**src/rtl/rgb_seq_pkg.sv**
```systemverilog
package rgb_seq_pkg;

    localparam int COLOR_W    = 2;
    localparam int NUM_COLORS = 3;

    typedef enum logic [COLOR_W-1:0] {
        ST_RED   = 2'b00,
        ST_GREEN = 2'b01,
        ST_BLUE  = 2'b10
    } color_e;

    typedef enum logic [1:0] {
        SRC_EXT,
        SRC_PTR,
        SRC_LINE,
        SRC_ROT
    } src_e;

    localparam logic [COLOR_W-1:0] CODE_RSVD = 2'b11;

endpackage

```
**src/rtl/rgb_seq_fsm.sv**
```systemverilog
module rgb_seq_fsm
    import rgb_seq_pkg::*;
(
    input  logic               clk,
    input  logic               rst_n,
    input  logic               line_start_n,
    input  logic               single_mode,
    input  logic [COLOR_W-1:0] cfg_color,
    input  logic               ext_sel_n,
    input  logic [COLOR_W-1:0] ext_color,
    output color_e             state_o,
    output logic               sel_err_o
);

    color_e             state_q;
    color_e             state_d;
    src_e               src;
    logic [COLOR_W-1:0] code;
    logic               rsvd_hit;
    logic               sel_err_q;

    // Source priority: external pins, then pointer, then line restart, then rotation
    always_comb begin
        if (!ext_sel_n)         src = SRC_EXT;
        else if (single_mode)   src = SRC_PTR;
        else if (!line_start_n) src = SRC_LINE;
        else                    src = SRC_ROT;
    end

    always_comb begin
        state_d  = state_q;
        rsvd_hit = 1'b0;
        code     = (src == SRC_EXT) ? ext_color : cfg_color;
        unique case (src)
            SRC_EXT, SRC_PTR: begin
                if (code == CODE_RSVD) begin
                    rsvd_hit = 1'b1;              // HOLD
                end else begin
                    state_d = color_e'(code);     // FORCE / POINT
                end
            end
            SRC_LINE: state_d = ST_RED;           // RESTART
            SRC_ROT: begin                        // ROTATE
                unique case (state_q)
                    ST_RED:   state_d = ST_GREEN;
                    ST_GREEN: state_d = ST_BLUE;
                    ST_BLUE:  state_d = ST_RED;
                    default:  state_d = ST_RED;
                endcase
            end
            default: state_d = state_q;
        endcase
    end

    // State register
    always_ff @(posedge clk or negedge rst_n) begin
        if (!rst_n) state_q <= ST_RED;
        else        state_q <= state_d;
    end

    // Output register: sticky error
    always_ff @(posedge clk or negedge rst_n) begin
        if (!rst_n)        sel_err_q <= 1'b0;
        else if (rsvd_hit) sel_err_q <= 1'b1;
    end

    assign state_o   = state_q;
    assign sel_err_o = sel_err_q;

    a_r3_line_restart: assert property (@(posedge clk) disable iff (!rst_n)
        (ext_sel_n && !single_mode && !line_start_n) |=> (state_q == ST_RED));

    a_r2_rotate_wrap: assert property (@(posedge clk) disable iff (!rst_n)
        (ext_sel_n && !single_mode && line_start_n && state_q == ST_BLUE)
        |=> (state_q == ST_RED));

    a_r5_ext_wins: assert property (@(posedge clk) disable iff (!rst_n)
        (!ext_sel_n && ext_color != CODE_RSVD) |=> (state_q == $past(ext_color)));

    a_r6_reserved_hold: assert property (@(posedge clk) disable iff (!rst_n)
        (!ext_sel_n && ext_color == CODE_RSVD) |=> ($stable(state_q) && sel_err_q));

    a_r7_err_sticky: assert property (@(posedge clk) disable iff (!rst_n)
        sel_err_q |=> sel_err_q);

endmodule

```
**src/rtl/rgb_seq_mux.sv**
```systemverilog
module rgb_seq_mux
    import rgb_seq_pkg::*;
#(
    parameter int GAIN_W = 5,
    parameter int OFS_W  = 8
) (
    input  logic              clk,
    input  logic              rst_n,
    input  color_e            color_i,
    input  logic [GAIN_W-1:0] gain_i   [NUM_COLORS],
    input  logic [OFS_W-1:0]  offset_i [NUM_COLORS],
    output logic [NUM_COLORS-1:0] valid_o,
    output logic [GAIN_W-1:0] gain_o,
    output logic [OFS_W-1:0]  offset_o
);

    for (genvar i = 0; i < NUM_COLORS; i++) begin : g_valid
        assign valid_o[i] = (color_i == COLOR_W'(i));
    end

    always_comb begin
        gain_o   = '0;
        offset_o = '0;
        for (int i = 0; i < NUM_COLORS; i++) begin
            if (color_i == COLOR_W'(i)) begin
                gain_o   = gain_i[i];
                offset_o = offset_i[i];
            end
        end
    end

    a_r2_valid_onehot: assert property (@(posedge clk) disable iff (!rst_n)
        $countones(valid_o) == 1);

endmodule

```
**src/rtl/rgb_seq_tagpipe.sv**
```systemverilog
module rgb_seq_tagpipe #(
    parameter int W     = 2,
    parameter int DEPTH = 4
) (
    input  logic         clk,
    input  logic         rst_n,
    input  logic [W-1:0] tag_i,
    output logic [W-1:0] tag_o,
    output logic         valid_o
);

    localparam int CNT_W = $clog2(DEPTH + 1);
    localparam logic [CNT_W-1:0] DEPTH_C = CNT_W'(DEPTH);

    logic [W-1:0]     stg_q [DEPTH];
    logic [DEPTH-1:0] vld_q;

    for (genvar i = 0; i < DEPTH; i++) begin : g_stage
        if (i == 0) begin : g_head
            always_ff @(posedge clk or negedge rst_n) begin
                if (!rst_n) begin
                    stg_q[i] <= '0;
                    vld_q[i] <= 1'b0;
                end else begin
                    stg_q[i] <= tag_i;
                    vld_q[i] <= 1'b1;
                end
            end
        end else begin : g_body
            always_ff @(posedge clk or negedge rst_n) begin
                if (!rst_n) begin
                    stg_q[i] <= '0;
                    vld_q[i] <= 1'b0;
                end else begin
                    stg_q[i] <= stg_q[i-1];
                    vld_q[i] <= vld_q[i-1];
                end
            end
        end
    end

    assign tag_o   = stg_q[DEPTH-1];
    assign valid_o = vld_q[DEPTH-1];

    // Checker-side edge counter since reset, saturating at DEPTH
    logic [CNT_W-1:0] edges_q;
    always_ff @(posedge clk or negedge rst_n) begin
        if (!rst_n)                 edges_q <= '0;
        else if (edges_q < DEPTH_C) edges_q <= edges_q + 1'b1;
    end

    a_r9_valid_latency: assert property (@(posedge clk) disable iff (!rst_n)
        valid_o == (edges_q >= DEPTH_C));

endmodule

```
**src/rtl/rgb_seq_testsel.sv**
```systemverilog
module rgb_seq_testsel
    import rgb_seq_pkg::*;
(
    input  logic                  test_n,
    input  logic [COLOR_W-1:0]    test_sel,
    output logic [NUM_COLORS-1:0] route_o
);

    for (genvar i = 0; i < NUM_COLORS; i++) begin : g_route
        assign route_o[i] = !test_n && (test_sel == COLOR_W'(i));
    end

    always_comb begin
        a_r10_route_onehot0: assert ($onehot0(route_o));
    end

endmodule

```
**src/rtl/rgb_seq.sv**
```systemverilog
module rgb_seq
    import rgb_seq_pkg::*;
#(
    parameter int GAIN_W    = 5,
    parameter int OFS_W     = 8,
    parameter int TAG_DEPTH = 4
) (
    input  logic                  clk,
    input  logic                  rst_n,
    input  logic                  line_start_n,
    input  logic                  single_mode,
    input  logic [1:0]            cfg_color,
    input  logic                  ext_sel_n,
    input  logic [1:0]            ext_color,
    input  logic                  test_n,
    input  logic [1:0]            test_sel,
    input  logic [GAIN_W-1:0]     gain_r,
    input  logic [GAIN_W-1:0]     gain_g,
    input  logic [GAIN_W-1:0]     gain_b,
    input  logic [OFS_W-1:0]      offset_r,
    input  logic [OFS_W-1:0]      offset_g,
    input  logic [OFS_W-1:0]      offset_b,
    output logic [1:0]            color_idx,
    output logic [2:0]            chan_valid,
    output logic [GAIN_W-1:0]     cur_gain,
    output logic [OFS_W-1:0]      cur_offset,
    output logic [1:0]            tag_out,
    output logic                  tag_valid,
    output logic                  sel_err,
    output logic [2:0]            test_route
);

    color_e            color;
    logic [GAIN_W-1:0] gain_arr [NUM_COLORS];
    logic [OFS_W-1:0]  ofs_arr  [NUM_COLORS];

    assign gain_arr[0] = gain_r;
    assign gain_arr[1] = gain_g;
    assign gain_arr[2] = gain_b;
    assign ofs_arr[0]  = offset_r;
    assign ofs_arr[1]  = offset_g;
    assign ofs_arr[2]  = offset_b;

    rgb_seq_fsm u_fsm (
        .clk          (clk),
        .rst_n        (rst_n),
        .line_start_n (line_start_n),
        .single_mode  (single_mode),
        .cfg_color    (cfg_color),
        .ext_sel_n    (ext_sel_n),
        .ext_color    (ext_color),
        .state_o      (color),
        .sel_err_o    (sel_err)
    );

    rgb_seq_mux #(
        .GAIN_W (GAIN_W),
        .OFS_W  (OFS_W)
    ) u_mux (
        .clk      (clk),
        .rst_n    (rst_n),
        .color_i  (color),
        .gain_i   (gain_arr),
        .offset_i (ofs_arr),
        .valid_o  (chan_valid),
        .gain_o   (cur_gain),
        .offset_o (cur_offset)
    );

    rgb_seq_tagpipe #(
        .W     (COLOR_W),
        .DEPTH (TAG_DEPTH)
    ) u_tag (
        .clk     (clk),
        .rst_n   (rst_n),
        .tag_i   (color),
        .tag_o   (tag_out),
        .valid_o (tag_valid)
    );

    rgb_seq_testsel u_test (
        .test_n   (test_n),
        .test_sel (test_sel),
        .route_o  (test_route)
    );

    assign color_idx = color;

endmodule

```
**config.mk**
```make
export PLATFORM = sky130hd
export DESIGN_NAME = rgb_seq
export DESIGN_NICKNAME = d
export VERILOG_FILES = /design/src/rtl/rgb_seq_pkg.sv /design/src/rtl/rgb_seq_fsm.sv /design/src/rtl/rgb_seq_mux.sv /design/src/rtl/rgb_seq_tagpipe.sv /design/src/rtl/rgb_seq_testsel.sv /design/src/rtl/rgb_seq.sv
export SDC_FILE = /design/constraint.sdc
export NUM_CORES = 1
export LEC_CHECK = 0
export BUFFER_PORTS_ARGS = -buffer_cell sky130_fd_sc_hd__buf_2
export CAP_MARGIN = 20
export CORE_MARGIN = 10
export CORE_UTILIZATION = 38
export CTS_BUF_LIST = sky130_fd_sc_hd__clkbuf_8
export CTS_CLUSTER_SIZE = 30
export DETAILED_ROUTE_END_ITERATION = 12
export PLACE_DENSITY = 0.81
export SYNTH_ARGS = -nofsm -noshare
export SYNTH_HDL_FRONTEND = slang
export SYNTH_HIERARCHICAL = 1
export SYNTH_SLANG_ARGS = --single-unit
```
**constraint.sdc**
```tcl
create_clock -name clk -period 1.6 [get_ports clk]
set_clock_uncertainty 0.1 [all_clocks]
set_input_delay 0.24 -clock clk [delete_from_list [all_inputs] [get_ports clk]]
set_output_delay 0.24 -clock clk [all_outputs]
set_load 0.05 [all_outputs]
```
==> results.ini, run 1 <==
[synth]
yosys.area.top_type_share = 0.457
avgSynthCellArea_sq_um = 12.1
synth_warnings = 6
synth-main-ff-cell = dfrtp_1
synth_most_common_cell = dfrtp_1
yosys-top-cells-count = dfrtp_1 (15), mux2i_1 (13), o2bb2ai_1 (13)
async_reset_ff_frac = 1.00
synth_cell_type_count = 21
yosysSeqAreaShare = 0.457
yosysTopAreaCell = dfrtp_1
synth_edf_count = 0
synth_area_leaders = dfrtp_1 (46%), mux2i_1 (16%), o2bb2ai_1 (14%)
netlist_instances = 68
syn-num-nets = 119
syn_area_sq_um = 821
synth-seq-cells = 15

[detailed_routing]
avgViaCountPerCell = 5.45
drc = 0
drt-initial-drc-count = 52
ant_nets = 0
firstDrtPassIters = 4
via_count = 986
drt-total-wl_microns = 5000
wire_per_inst_microns = 27.6

[timing]
post-route-period-util = 1.13
clock.fmax_mhz = 553
post-route-min-period_ps = 1810
rsz0062_at_grt = true
setup_tns_ps = -2200
finalWorstSetupSlack_ps = -208
finalHoldViolCount = 0
setup_violations = 15
slew_viol_final = 0

[placed_design]
place.port_buffers = 75
placed_cell_area_sq_um = 1500
dp.cells = 171
place_congestion = 0.818
place_ws_ps = 39.0
dp_hpwl_microns = 2640

[worst_setup_path]
rrSetupSlack_ps = 80
reg2reg_from = u_fsm/state_o[1]$_DFFE_PN0P_
required_ps = 1260
cp_slowest_stage_delay_ps = 460
crit_end = cur_offset[7]
r2r_end = u_fsm/state_o[0]$_DFFE_PN0P_
end_kind = primary output
slowest_stage = dfrtp_2
critPathKind = register to primary output
cp-startpoint = u_fsm/state_o[0]$_DFFE_PN0P_
rr_worst_depth = 4
cp_num_buf_inv = 2
path_depth = 4
cp-start-kind = register
cp_top_family = flip-flops
arrival_ps = 1470
crit_chain = buf_4, mux2i_2, o2bb2ai_2, buf_6
path_max_fanout = 6

[final_layout]
area_delta_synth_final_pct = 129
layout-drive-gt1-share = 0.817
fin_nets = 205
fin_util = 0.938
finalInstanceArea_sq_um = 1880
layoutNonFillerInstCount = 181

[job]
drv_cap = 0

[die]
rows = 16
initial_core_util = 0.410
fp.dieH_microns = 66.5
core-area_sq_um = 2000
ioPinCount = 76
die_area_sq_um = 4420
die_x_microns = 66.5

[global_route]
grt_pass1_vias = 1071
grt_usage = 0.159
grt_pass1_wl_microns = 5310
overflow = 0
antenna_found_initial = 1
grt_max_degree = 16

[clocking]
clk_latency_ps = 260
clock-sinks = 15
htreeDepth = 1
cts-buffers-inserted = 3
clk_pin_slew_ps = 70
clockRootBuffer = clkbuf_8
cts_tree = yes
clk_path_buf_depth = 2

[run_status]
violations = setup timing
outcome = finished, violations left

[power_and_ir_drop]
p_per_area_nw_per_um2 = 900
seqPwrFrac = 0.256
p_comb_frac = 0.557
power.leakage_uw = 0.000838
p_sw_frac = 0.419
cell_internal_pwr_uw = 981
clock_power_share = 0.187
power.switching_uw = 708
ir_worst_vdd_uv = 828

[min_path]
hp-start = u_tag/stg_q[5]$_DFF_PN0_
worstHoldPathType = register to register

[what timing repair did]
action,in CTS,in global routing
setup buffers,1,2
gates resized for setup,35,31
endpoints found under the hold margin,15,0
pin swaps,1,7
cloned,0,1
hold buffers,1,0
setup endpoints to repair,16,16
[how the worst min path moves through the flow]
| stage | to | slack, ps | depth (start not counted) |
|---|---|---|---|
| after global placement | u_tag/vld_q[0]$_DFF_PN0_ | 40 | 1 |
| after CTS | u_fsm/state_o[1]$_DFFE_PN0P_ | 210 | 3 |
| after detailed placement | u_tag/vld_q[0]$_DFF_PN0_ | 50 | 1 |
| after floorplan | u_fsm/sel_err_o$_DFFE_PN0P_ | -160 | 0 |
| after global routing | u_tag/stg_q[3]$_DFF_PN0_ | 250 | 0 |
| final | u_tag/stg_q[3]$_DFF_PN0_ | 230 | 0 |
[cell type report]
type	count	area, sq um
repair buffers	87	656
well taps	27	33.8
fillers	65	124
flip-flops and latches	15	380
multi-input cells	44	749
clock inverters	1	3.75
inverters	3	11.3
diodes	1	2.50
clock buffers	3	41.3
[logic make-up (layout without fill, tap and decap cells)]
| group | after synthesis | after routing | share of synthesized area |
|---|---|---|---|
| other | 1 | 2 | 0.00457 |
| multiplexers | 13 | 13 | 0.159 |
| AND/OR/NAND/NOR | 12 | 12 | 0.122 |
| flip-flops | 15 | 15 | 0.457 |
| buffers and inverters | 9 | 94 | 0.0793 |
| AO/OA/AOI/OAI | 18 | 18 | 0.178 |
[state kept, by name (all words and copies together) (netlist names)]
| signal | flops |
|---|---|
| u_tag/tag_o | 2 |
| u_fsm/sel_err_o | 1 |
| u_tag/vld_q | 3 |
| u_tag/stg_q | 6 |
| u_fsm/state_o | 2 |
| u_tag/valid_o | 1 |
[layer usage]
layer	vias up	global-route usage	share of wire
met5	-	0	0
met4	0	0.0550	0.029
met3	10	0.0635	0.078
met2	67	0.300	0.52
met1	483	0.152	0.37
li1	426	-	-
[power by group through the flow]
stage / Sequential (uW) / Combinational, uW / Clock, uW
floorplan: 458 / 474 / 0
global placement: 430 / 677 / 0
detailed placement: 433 / 691 / 0
CTS: 427 / 788 / 301
global route: 434 / 970 / 336
finish: 432 / 940 / 317
[per-stage QoR]
step / total power, uW / hold WS, ps
5_1_grt: 1740 / 254
2_1_floorplan: 932 / -156
6_report: 1690 / 235
4_1_cts: 1520 / 208
3_5_place_dp: 1120 / 51.5
3_3_place_gp: 1110 / 43.8
[layout by cell type, fill, tap and decap left out]
cell,count
buf_2,59
dfrtp_1,13
buf_8,10
mux2i_4,10
o2bb2ai_4,10
buf_6,8
buf_4,6
inv_1,4
clkbuf_8,3
o2bb2ai_2,3
buf_12,2
and3_2,2
a221oi_1,2
a21oi_1,2
nor2b_4,2
mux2i_2,2
nor3b_2,2
diode_2,1
clkbuf_16,1
dlygate4sd3_1,1
nand2_1,1
nand4_1,1
o21ai_1,1
nor4bb_4,1
or2_1,1
dfrtp_2,1
dfrtp_4,1
mux2i_1,1
nor2_4,1
conb_1,1
nor3_2,1
Power figures use the tool's default switching activity.
==> run 2, diff against run 1 <==
--- a/config.mk
+++ b/config.mk
@@ -5,14 +5,15 @@
 export SDC_FILE = /design/constraint.sdc
 export NUM_CORES = 1
 export LEC_CHECK = 0
+export ABC_AREA = 1
 export BUFFER_PORTS_ARGS = -buffer_cell sky130_fd_sc_hd__buf_2
 export CAP_MARGIN = 20
 export CORE_MARGIN = 10
-export CORE_UTILIZATION = 38
+export CORE_UTILIZATION = 40
 export CTS_BUF_LIST = sky130_fd_sc_hd__clkbuf_8
 export CTS_CLUSTER_SIZE = 30
 export DETAILED_ROUTE_END_ITERATION = 12
-export PLACE_DENSITY = 0.81
+export PLACE_DENSITY = 0.8
 export SYNTH_ARGS = -nofsm -noshare
 export SYNTH_HDL_FRONTEND = slang
 export SYNTH_HIERARCHICAL = 1
==> run 2 against run 1 <==
The flow still finishes with violations (setup timing); critical path depth up 1; clock power down 4%; fmax up 8.7%; first-iteration DRC count down 31%; critical path type unchanged; largest cell class unchanged.
==> results.ini, run 2 <==
[synth]
syn-num-nets = 169
async_reset_ff_frac = 1.00
yosysSeqAreaShare = 0.382
synth-main-ff-cell = dfrtp_1
synth_cell_type_count = 16
synth_most_common_cell = nand3_1
synth_warnings = 6
yosys-top-cells-count = nand3_1 (35), dfrtp_1 (15), nand2_1 (15)
synth-seq-cells = 15
netlist_instances = 118
syn_area_sq_um = 983
yosys.area.top_type_share = 0.382
avgSynthCellArea_sq_um = 8.33
synth_area_leaders = dfrtp_1 (38%), nand3_1 (18%), nand3_2 (9.2%)
yosysTopAreaCell = dfrtp_1
synth_edf_count = 0

[run_status]
outcome = finished, violations left
violations = setup timing

[clocking]
cts-buffers-inserted = 3
htreeDepth = 1
clock-sinks = 15
clockRootBuffer = clkbuf_8
clk_latency_ps = 240
clk_path_buf_depth = 2
cts_tree = yes
clk_pin_slew_ps = 60

[placed_design]
placed_cell_area_sq_um = 1410
dp_hpwl_microns = 2670
place_congestion = 0.818
place.port_buffers = 75

[die]
initial_core_util = 0.432
die_x_microns = 69.6
ioPinCount = 76
fp.dieH_microns = 69.6
core-area_sq_um = 2280
rows = 17
die_area_sq_um = 4840

[min_path]
whs_path_depth = 5
worstHoldPathType = input port to register

[detailed_routing]
firstDrtPassIters = 5
avgViaCountPerCell = 4.97
ant_nets = 0
via_count = 1103
drt-initial-drc-count = 36
drt-total-wl_microns = 3410
wire_per_inst_microns = 15.4
drc = 0

[power_and_ir_drop]
power_uw = 1540
ir_worst_vdd_uv = 702
p_per_area_nw_per_um2 = 948
power.leakage_uw = 0.000876

[global_route]
grt_max_degree = 16
grt_use_met1 = 0.138
grt_pass1_vias = 1240
antenna_found_initial = 0
grt_usage = 0.136
globalRouteMet2Util = 0.232
grt_use_met3 = 0.0642
grt_pass1_wl_microns = 5580
busiest_layer = met2
overflow = 0

[final_layout]
top_register = u_tag/stg_q
area_delta_synth_final_pct = 65.0
ff_latch_area_sq_um = 378
fin_nets = 246
layout-drive-gt1-share = 0.588
finalInstanceArea_sq_um = 1620
largest_reg_flops = 6
num_antenna_cells = 0
layout_common_cells = buf_2 (60), nand3_1 (35), nand2_1 (15), dfrtp_1 (13), nand2_2 (11)
final_common_cell = buf_2
top_regs = u_tag/stg_q (6), u_tag/vld_q (3)
multiInputGateArea_sq_um = 559
fillCellCount = 166

[worst_setup_path]
rr_worst_depth = 7
path_max_fanout = 10
cp-start-kind = register
required_ps = 1260
arrival_ps = 1320
critPathKind = register to primary output
end_kind = primary output
rrSetupSlack_ps = 420

[timing]
post-route-min-period_ps = 1660
clock.fmax_mhz = 601
post-route-period-util = 1.04
setup_violations = 14
finalHoldViolCount = 0
rsz0062_at_grt = true
finalWorstSetupSlack_ps = -64.1
slew_viol_final = 0

[job]
drv_cap = 0

==> run 2: cell types whose count changed in the layout (fill, tap and decap cells not counted), moves of 3 or more <==
cell       previous run  this run
nor2_1                0         5
buf_6                 8         4
nand3_1               0        35
nand3_4               0         9
nand2_1               1        15
nand2_2               0        11
inv_1                 4         8
mux2i_4              10         0
o2bb2ai_4            10         0
o2bb2ai_2             3         0
==> run 2: routing by layer <==
layer / up-vias / wire length [microns]
li1: 529 / -
met1: 494 / 1320
met2: 74 / 1640
met3: 6 / 396
met4: 0 / 53
met5: - / 0
==> run 2: where the power goes <==
part / switching [uW] / internal (uW)
Combinational: 505 / 297
Clock: 130 / 175
Sequential: 21.5 / 411
==> run 2: final timing paths <==
path	startpoint	to
max	u_fsm/state_o[0]$_DFFE_PN0P_	cur_offset[2]
min	line_start_n	u_fsm/state_o[0]$_DFFE_PN0P_
max reg2reg	u_fsm/state_o[0]$_DFFE_PN0P_	u_fsm/state_o[1]$_DFFE_PN0P_
min reg2reg	u_tag/stg_q[7]$_DFF_PN0_	u_tag/stg_q[5]$_DFF_PN0_
max in group asynchronous	rst_n	u_fsm/state_o[1]$_DFFE_PN0P_
min in group asynchronous	rst_n	u_tag/vld_q[2]$_DFF_PN0_
==> run 2: layout make-up <==
type,instances,share of cell area
Clock buffer,3,0.0254
Clock inverter,1,0.00463
Inverter,11,0.0285
Multi-Input combinational cell,83,0.345
Sequential cell,15,0.233
Tap cell,28,0.0216
Timing Repair Buffer,81,0.342
==> run 2: kinds of logic (layout without fill, tap and decap cells) <==
| logic type | after synthesis | in the layout | share of synthesized area |
|---|---|---|---|
| AO/OA/AOI/OAI | 1 | 1 | 0.00764 |
| buffers and inverters | 20 | 96 | 0.139 |
| flip-flops | 15 | 15 | 0.382 |
| other | 1 | 1 | 0.00381 |
| AND/OR/NAND/NOR | 81 | 81 | 0.468 |
==> run 2: what timing repair did <==
action,CTS,global route
gates resized for setup,38,3
hold buffers,1,0
pin swaps,1,0
buffers inserted,2,0
endpoints found under the hold margin,15,0
endpoints found under the setup margin,16,15
==> run 2: worst max-delay path, cell delays in order, from the launching register on <==
cell and delay, ps:
dfrtp_2 470, nor2_8 170, buf_12 150, nand2_2 70
nand3_4 60, buf_8 140
==> run 2: metrics by stage <==
step | hold slack, ps | utilization | setup TNS [ps] | worst slack (ps) | std cells
global placement | 45.0 | 0.618 | 0 | 28.4 | 215
global route | 258 | 0.713 | -1470 | -122 | 222
detailed placement | 56.6 | 0.618 | -17.8 | -11.5 | 215
CTS | 230 | 0.710 | -787 | -71.0 | 222
finish | 246 | 0.713 | -661 | -64.1 | 222
floorplan | -156 | - | 0 | 2.67 | 118
